## config.mk

```make
export PLATFORM = sky130hd
export DESIGN_NAME = irq_sense_status
export DESIGN_NICKNAME = d
export VERILOG_FILES = /design/src/rtl/irq_pkg.sv /design/src/rtl/irq_sync.sv /design/src/rtl/irq_line.sv /design/src/rtl/irq_sense_status.sv
export SDC_FILE = /design/constraint.sdc
export NUM_CORES = 1
export LEC_CHECK = 0
export BUFFER_PORTS_ARGS = -buffer_cell sky130_fd_sc_hd__buf_2
export CAP_MARGIN = 5
export CORE_AREA = 5 5 93 52
export CTS_BUF_LIST = sky130_fd_sc_hd__clkbuf_8
export DETAILED_ROUTE_END_ITERATION = 8
export DIE_AREA = 0 0 98 57
export GPL_TIMING_DRIVEN = 0
export PLACE_DENSITY = 0.69
export SLEW_MARGIN = 20
export SYNTH_ARGS = -nofsm -noshare
export SYNTH_HDL_FRONTEND = slang
export SYNTH_SLANG_ARGS = --single-unit
export TNS_END_PERCENT = 5
```

## constraint.sdc

```tcl
create_clock -name clk -period 1.36 [get_ports clk]
set_input_delay 0.204 -clock clk [delete_from_list [all_inputs] [get_ports clk]]
set_output_delay 0.204 -clock clk [all_outputs]
set_load 0.05 [all_outputs]
```

## src/rtl/irq_pkg.sv

```systemverilog
`timescale 1ns/1ps
package irq_pkg;
  typedef enum logic [1:0] {
    SENSE_LOW  = 2'b00,
    SENSE_FALL = 2'b01,
    SENSE_RISE = 2'b10,
    SENSE_BOTH = 2'b11
  } sense_e;
endpackage

```

## src/rtl/irq_sync.sv

```systemverilog
`timescale 1ns/1ps
module irq_sync #(
  parameter int WIDTH = 6
) (
  input  logic             clk,
  input  logic             rst_n,
  input  logic [WIDTH-1:0] raw,
  output logic [WIDTH-1:0] lvl,
  output logic [WIDTH-1:0] lvl_d
);
  logic [WIDTH-1:0] meta;

  // Idle level is high, so leaving reset raises no event.
  always_ff @(posedge clk or negedge rst_n) begin
    if (!rst_n) begin
      meta  <= '1;
      lvl   <= '1;
      lvl_d <= '1;
    end else begin
      meta  <= raw;
      lvl   <= meta;
      lvl_d <= lvl;
    end
  end
endmodule

```

## src/rtl/irq_line.sv

```systemverilog
`timescale 1ns/1ps
module irq_line
  import irq_pkg::*;
(
  input  logic       clk,
  input  logic       rst_n,
  input  logic       hw_standby,
  input  logic       lvl,
  input  logic       lvl_d,
  input  logic [1:0] mode_i,
  input  logic       rd,
  input  logic       wr,
  input  logic       wbit,
  input  logic       svc,
  input  logic       xfer,
  input  logic       keep,
  output logic       flag
);
  sense_e mode;
  logic   set_evt;
  logic   clr_evt;
  logic   arm;

  assign mode = sense_e'(mode_i);

  always_comb begin
    case (mode)
      SENSE_LOW:  set_evt = !lvl;
      SENSE_FALL: set_evt = lvl_d && !lvl;
      SENSE_RISE: set_evt = !lvl_d && lvl;
      default:    set_evt = lvl_d ^ lvl;
    endcase
  end

  assign clr_evt = (wr && !wbit && arm)
                 || (svc && ((mode != SENSE_LOW) || lvl))
                 || (xfer && !keep);

  always_ff @(posedge clk or negedge rst_n) begin
    if (!rst_n) begin
      flag <= 1'b0;
      arm  <= 1'b0;
    end else if (hw_standby) begin
      flag <= 1'b0;
      arm  <= 1'b0;
    end else begin
      if (set_evt)      flag <= 1'b1;
      else if (clr_evt) flag <= 1'b0;
      if (wr)                arm <= 1'b0;
      else if (rd && flag)   arm <= 1'b1;
    end
  end

  p_standby_clears_r2: assert property (@(posedge clk) disable iff (!rst_n)
    hw_standby |=> !flag);

  p_set_wins_r12: assert property (@(posedge clk) disable iff (!rst_n)
    (!hw_standby && set_evt) |=> flag);

  p_write_one_keeps_r7: assert property (@(posedge clk) disable iff (!rst_n)
    (!hw_standby && flag && wr && wbit && !svc && !xfer) |=> flag);

  p_armed_zero_clears_r8: assert property (@(posedge clk) disable iff (!rst_n)
    (!hw_standby && !set_evt && wr && !wbit && arm) |=> !flag);

  p_level_svc_low_keeps_r9: assert property (@(posedge clk) disable iff (!rst_n)
    (!hw_standby && mode == SENSE_LOW && !lvl && svc) |=> flag);
endmodule

```

## src/rtl/irq_sense_status.sv

```systemverilog
`timescale 1ns/1ps
module irq_sense_status #(
  parameter int NLINES = 6,
  parameter int REG_W  = 8
) (
  input  logic                clk,
  input  logic                rst_n,
  input  logic                hw_standby,
  input  logic [NLINES-1:0]   irq_pin,
  input  logic [2*NLINES-1:0] sense_sel,
  input  logic [NLINES-1:0]   irq_en,
  input  logic                st_rd,
  input  logic                st_wr,
  input  logic [REG_W-1:0]    st_wdata,
  output logic [REG_W-1:0]    st_rdata,
  input  logic [NLINES-1:0]   svc_ack,
  input  logic [NLINES-1:0]   xfer_ack,
  input  logic [NLINES-1:0]   xfer_keep,
  output logic [NLINES-1:0]   irq_req
);
  localparam int PAD_W = REG_W - NLINES;

  logic [NLINES-1:0] lvl;
  logic [NLINES-1:0] lvl_d;
  logic [NLINES-1:0] flags;

  irq_sync #(.WIDTH(NLINES)) u_sync (
    .clk   (clk),
    .rst_n (rst_n),
    .raw   (irq_pin),
    .lvl   (lvl),
    .lvl_d (lvl_d)
  );

  for (genvar n = 0; n < NLINES; n++) begin : g_line
    irq_line u_line (
      .clk        (clk),
      .rst_n      (rst_n),
      .hw_standby (hw_standby),
      .lvl        (lvl[n]),
      .lvl_d      (lvl_d[n]),
      .mode_i     (sense_sel[2*n+1:2*n]),
      .rd         (st_rd),
      .wr         (st_wr),
      .wbit       (st_wdata[n]),
      .svc        (svc_ack[n]),
      .xfer       (xfer_ack[n]),
      .keep       (xfer_keep[n]),
      .flag       (flags[n])
    );
  end

  if (PAD_W > 0) begin : g_pad
    assign st_rdata = {{PAD_W{1'b0}}, flags};
  end else begin : g_nopad
    assign st_rdata = flags[REG_W-1:0];
  end

  assign irq_req = flags & irq_en;

  p_reserved_zero_r1: assert property (@(posedge clk) disable iff (!rst_n)
    st_rdata[REG_W-1:NLINES] == '0);

  p_req_gated_r13: assert property (@(posedge clk) disable iff (!rst_n)
    (irq_req & ~irq_en) == '0);

  p_req_matches_status_r13: assert property (@(posedge clk) disable iff (!rst_n)
    irq_req == (st_rdata[NLINES-1:0] & irq_en));
endmodule

```

=== Yosys cells after proc, flatten, opt, wreduce, memory -nomap -nowiden ===
Index checks and enable logic that the tools add are counted.

* Add/subtract/negate cells: 0
* $mul: 0
* Div/mod/pow operators: 0
* Order comparisons: 0
* Equal/unequal tests: 12
* Shifts and indexed selects: 0
* Muxes and demuxes: 42
* Bitwise operators: 7
* Reductions and logical operators: 108

{| class="wikitable"
|+ Operators by type and width
! cell !! number
|-
| logical AND 1 bit || 42
|-
| two-way mux 1 bit || 36
|-
| nonzero test 3 bit || 12
|-
| logical NOT 1 bit || 24
|-
| logical OR 1 bit || 18
|-
| case mux 1 bit (3 select lines) || 6
|-
| equality test 2 x 1 -> 1 bit, second input constant || 6
|-
| equality test 2 bit, second input constant || 6
|-
| logical NOT 2 bit || 6
|-
| nonzero test 2 bit || 6
|-
| bitwise AND 6 bit || 1
|-
| bitwise XOR 1 bit || 6
|}

* Flip-flop bits (word level): 30
* Bits in latches: 0
* Bits in writable memories: 0
* ROM bits: 0
* Input bits: 55
* Output and inout bits: 14
* Logic and storage cells: 184
* Memories kept: 0

=== Depth between registers and ports, before layout ===
* Word-level depth: 8
* Gate-level depth with buffers: 5
* Gate-level depth less buffers: 5

=== Hierarchy ===
Synthesis repeated with hierarchy kept, for this count alone.

* Cell total of the unflattened synthesis: 140
* Area total of the unflattened synthesis: 1481.4 um2

{| class="wikitable"
|+ Modules (own cells, without submodules)
! module !! times used !! cells an instance !! area an instance (um2) !! sequential area each (um2)
|-
| irq_line (g_line[0].u_line ...) || 5 || 19 || 158.9 || 50.0
|-
| irq_sync || 1 || 18 || 473.0 || 473.0
|-
| irq_line (g_line[5].u_line) || 1 || 18 || 157.7 || 50.0
|-
| irq_sense_status || 1 || 9 || 56.3 || 0.0
|}

=== Worst setup path before layout ===
OpenSTA, ideal clock, no wires.

* Path kind: register to register
* From: reg u_sync.lvl_d[0]
* To: reg g_line[0].u_line.flag
* Library setup time: 0.136 ns
* Arrival time: 1.095 ns
* Required time: 1.224 ns
* Path slack: 0.129 ns
* Stages on the path, launching flop included: 6
* Path buffers: 0
* Clock period less this slack: 1.231 ns
* Path through: dfstp_2 -> inv_1 -> ha_1 -> nor2b_1 -> o211ai_1 -> o311ai_1

* Word-level cells in the longest chain between the ends: 5
* Elaborated cells between the ends (all ways): 8
* Classes of those cells: mux (3); bitwise (1); reduce/logical (4)

{| class="wikitable"
|+ RTL lines
! element !! RTL line !! RTL
|-
| from (decl) || irq_sync.sv:9 || <nowiki>output logic [WIDTH-1:0] lvl_d</nowiki>
|-
| from (signal assigned) || irq_sync.sv:22 || <nowiki>lvl_d <= lvl;</nowiki>
|-
| logical NOT 1 bit || irq_line.sv:30 || <nowiki>SENSE_RISE: set_evt = !lvl_d && lvl;</nowiki>
|-
| logical AND 1 bit || irq_line.sv:30 ||
|-
| case mux 1 bit (3 select lines) * || irq_line.sv:27 || <nowiki>case (mode)</nowiki>
|-
| two-way mux 1 bit || irq_line.sv:47 || <nowiki>if (set_evt) flag <= 1'b1;</nowiki>
|-
| two-way mux 1 bit || irq_line.sv:43 || <nowiki>end else if (hw_standby) begin</nowiki>
|-
| to (signal assigned) || irq_line.sv:44 || <nowiki>flag <= 1'b0;</nowiki>
|-
| to (signal assigned) || irq_line.sv:47 ||
|-
| to (signal assigned) || irq_line.sv:48 || <nowiki>else if (clr_evt) flag <= 1'b0;</nowiki>
|-
| to (decl) || irq_line.sv:17 || <nowiki>output logic flag</nowiki>
|}

Mark *: on every way between the ends. The rest lies on a longest branch, timed or not.
A chain may end at the register's enable or synchronous reset.

=== Worst setup path after layout ===
* From: reg u_sync.lvl[0]
* To: reg g_line[0].u_line.flag

* Word-level cells in the longest chain between the ends: 5
* Elaborated cells between the ends (all ways): 12
* Classes of those cells: mux (3); bitwise (1); reduce/logical (8)

{| class="wikitable"
|+ RTL lines
! element !! RTL line !! RTL
|-
| from (decl) || irq_sync.sv:8 || <nowiki>output logic [WIDTH-1:0] lvl,</nowiki>
|-
| from (signal assigned) || irq_sync.sv:21 || <nowiki>lvl <= meta;</nowiki>
|-
| logical NOT 1 bit or logical OR 1 bit (tied branches) || irq_line.sv:28, irq_line.sv:29, irq_line.sv:36 ||
|-
| logical AND 1 bit (on tied branches) || irq_line.sv:29, irq_line.sv:36 ||
|-
| case mux 1 bit (3 select lines) or logical OR 1 bit (tied branches) || irq_line.sv:27, irq_line.sv:36 ||
|-
| two-way mux 1 bit or logical OR 1 bit (tied branches) || irq_line.sv:47, irq_line.sv:37 ||
|-
| two-way mux 1 bit or nonzero test 3 bit (tied branches) || -- ||
|}

Parallel ways exist; a longest one is shown, timed or not.

==> reports/results.ini <==
[global_routing]
grt_overflow_total = 0
antenna_found_initial = 0
grtUsageTotal_pct = 12.3
grt_pass1_vias = 1148
grt_pass1_wl_mm = 5.35
grt_max_degree = 31

[clock_tree]
cts_sinks = 30
clk_root_buffer_cell = clkbuf_8
cts_tree = built
clock_tree.htree_level_count = 2
cts_buffers = 5
clk_pin_slew_ps = 60
clk_latency_ps = 270
cts_buffer_depth = 2

[die]
io_pins = 69
die_y_um = 57
die_area_mm2 = 0.00559
start_util_pct = 38.0
rows = 17
die_w_um = 98
coreArea_mm2 = 0.00406

[critical_path]
cp_max_fo = 3
reg2reg_depth = 5
arrival_ps = 1430
crit_path_end_kind = flip-flop
start_kind = flip-flop
required_ps = 1510
critPathKind = flip-flop to flip-flop

[final_layout]
antenna-diode-count = 0
nets = 286
final_util_pct = 51.0
fillerInstances = 392
area_growth_pct = 34.3
most-common-layout-cells = 65 x buf_2, 18 x dfstp_2, 13 x inv_1, 13 x nor2_1
fin_area_mm2 = 0.00207
final_layout_size_suffix_gt1_share_pct = 49.5
layout_commonest_cell = buf_2
final_cells = 277

[min_path]
hold_depth = 1
hp-class = input pin to flip-flop

[placed_design]
portBuffers = 64
hpwlAfterDp_mm = 2.63
dp_cells = 264
post_dp_cell_area_mm2 = 0.00194
gp_congestion = 0.735

[pwr]
leakage_nw = 1.04
power_density_mw_per_mm2 = 1030
seqPwrFrac_pct = 46.9
p_sw_uw = 594
ir_drop_v = 0.000533
power.share.clock_pct = 33.8
p_int_mw = 1.54
power_frac_comb_pct = 19.4
swShare_pct = 27.9

[sta]
rsz0062_at_grt = yes
setup-tns-final_ps = 0
min_period_ps = 1280
skew_ps = 1.26
setup_viol = 0
holdWs_ps = 18.3
tightest_slew_ps = 648
slew_headroom_pct = 56.8
fmax_ghz = 0.780
finalCritPeriodShare_pct = 94.3
hold_viol = 0
slew_viol_final = 0

[detailed_routing]
drtPass1Iterations = 4
vias_per_cell = 4.47
vias = 1237
ant_nets = 0
drcViolationCount = 0
drt_iter0_markers = 28
routed_wire_length_per_instance_um = 12.1
drt-total-wl_mm = 3.35

[yosys]
synthesis.area_mm2 = 0.00154
yosys_warnings = 0
ys_ff_latch = 30
synth.avg_cell_area_um2 = 10.9
syn_inst = 142
synth_cell_type_count = 24
yosysSeqAreaShare_pct = 50.1

[flow_run]
maxCapViolCount = 0

[status]
status = finished, final reports clean

## per-stage QoR
stage	setup slack (ps)	power [mW]
CTS	59.2	2.16
floorplan	129	1.26
detailed placement	69.8	1.42
global placement	75.3	1.41
global route	-3.49	2.25
finish	78.1	2.13
## logic make-up (layout without fill, tap and decap cells)
family	count (synthesis)	in the layout	synth area share [%]
buffers and inverters	23	100	8.10
other	1	2	0.243
AOI/OAI and AO/OA	24	24	11.9
and+or+nand+nor	52	52	19.9
adders and majority gates	12	12	9.72
DFF	30	30	50.1
## power by group through the flow
stage	combinational, mW	clock, mW	sequential, mW
5_1_grt	0.455	0.791	1.01
4_1_cts	0.409	0.755	1.00
6_report	0.412	0.720	0.998
3_5_place_dp	0.406	0	1.01
3_3_place_gp	0.399	0	1.01
2_1_floorplan	0.254	0	1.00
## synthesized netlist by cell type
master / instances / share of area [%]
nor2_1: 13 / 3.2
nor3b_2: 3 / 2.4
and2_1: 6 / 2.4
nand3b_1: 6 / 2.9
inv_1: 13 / 3.2
dfstp_2: 18 / 31
o311ai_1: 3 / 1.7
buf_6: 1 / 0.73
buf_2: 1 / 0.32
nor3b_1: 2 / 0.97
nand2_1: 3 / 0.73
nand4_1: 1 / 0.41
ha_1: 12 / 9.7
a21oi_1: 12 / 3.9
nand2b_1: 6 / 2.4
o2111ai_1: 3 / 1.7
o211ai_1: 3 / 1.5
or2_0: 1 / 0.41
dfrtp_1: 12 / 19
buf_4: 8 / 3.9
conb_1: 1 / 0.24
nor2b_1: 6 / 2.4
o311ai_2: 3 / 3.2
nand3_1: 5 / 1.6
## critical path, stage by stage, from the launching register on
cell	delay (ps)
dfstp_2	560
inv_2	30
ha_1	160
nor2b_1	120
o211ai_1	170
o311ai_1	110
## metal layers
metal / wire length (um) / GRT usage [%] / up-vias
li1: - / - / 627
met1: 1580 / 16.6 / 554
met2: 1370 / 17.5 / 50
met3: 358 / 5.13 / 6
met4: 42 / 4.73 / 0
met5: 0 / 0 / -
## final timing paths
path                                          start                                end  slack [ps]
min                                      irq_pin[3]           u_sync.meta[3]$_DFF_PN1_          20
max reg2reg                 u_sync.lvl[0]$_DFF_PN1_  g_line[0].u_line.flag$_DFFE_PN0P_          80
min reg2reg                u_sync.meta[0]$_DFF_PN1_            u_sync.lvl[0]$_DFF_PN1_         360
max in group asynchronous                     rst_n   g_line[1].u_line.arm$_DFFE_PN0P_         450
min in group asynchronous                     rst_n  g_line[5].u_line.flag$_DFFE_PN0P_         490
max                         u_sync.lvl[0]$_DFF_PN1_  g_line[0].u_line.flag$_DFFE_PN0P_          80
## registers in the layout, indices dropped and copies added, names as in the netlist
register / count
g_line.u_line.arm: 6
g_line.u_line.flag: 6
u_sync.lvl: 6
u_sync.lvl_d: 6
u_sync.meta: 6
## cell type report
class                      count  area, um^2  area share (%)
clock buffer                   6        82.6            3.98
buffer                        10        76.3            3.68
clock inverter                 2        8.76           0.422
tap                           57        71.3            3.44
inverter                      13        48.8            2.35
multi-input combinational     90         649            31.3
timing repair buffer          69         363            17.5
sequential                    30         773            37.3
## what timing repair did
item	4_1_cts	5_1_grt
hold buffers	1	1
endpoints found under the setup margin	0	2
buffers inserted	0	3
hold endpoints to repair	12	1
resized for setup	0	1
(Power assumes the default switching activity.)
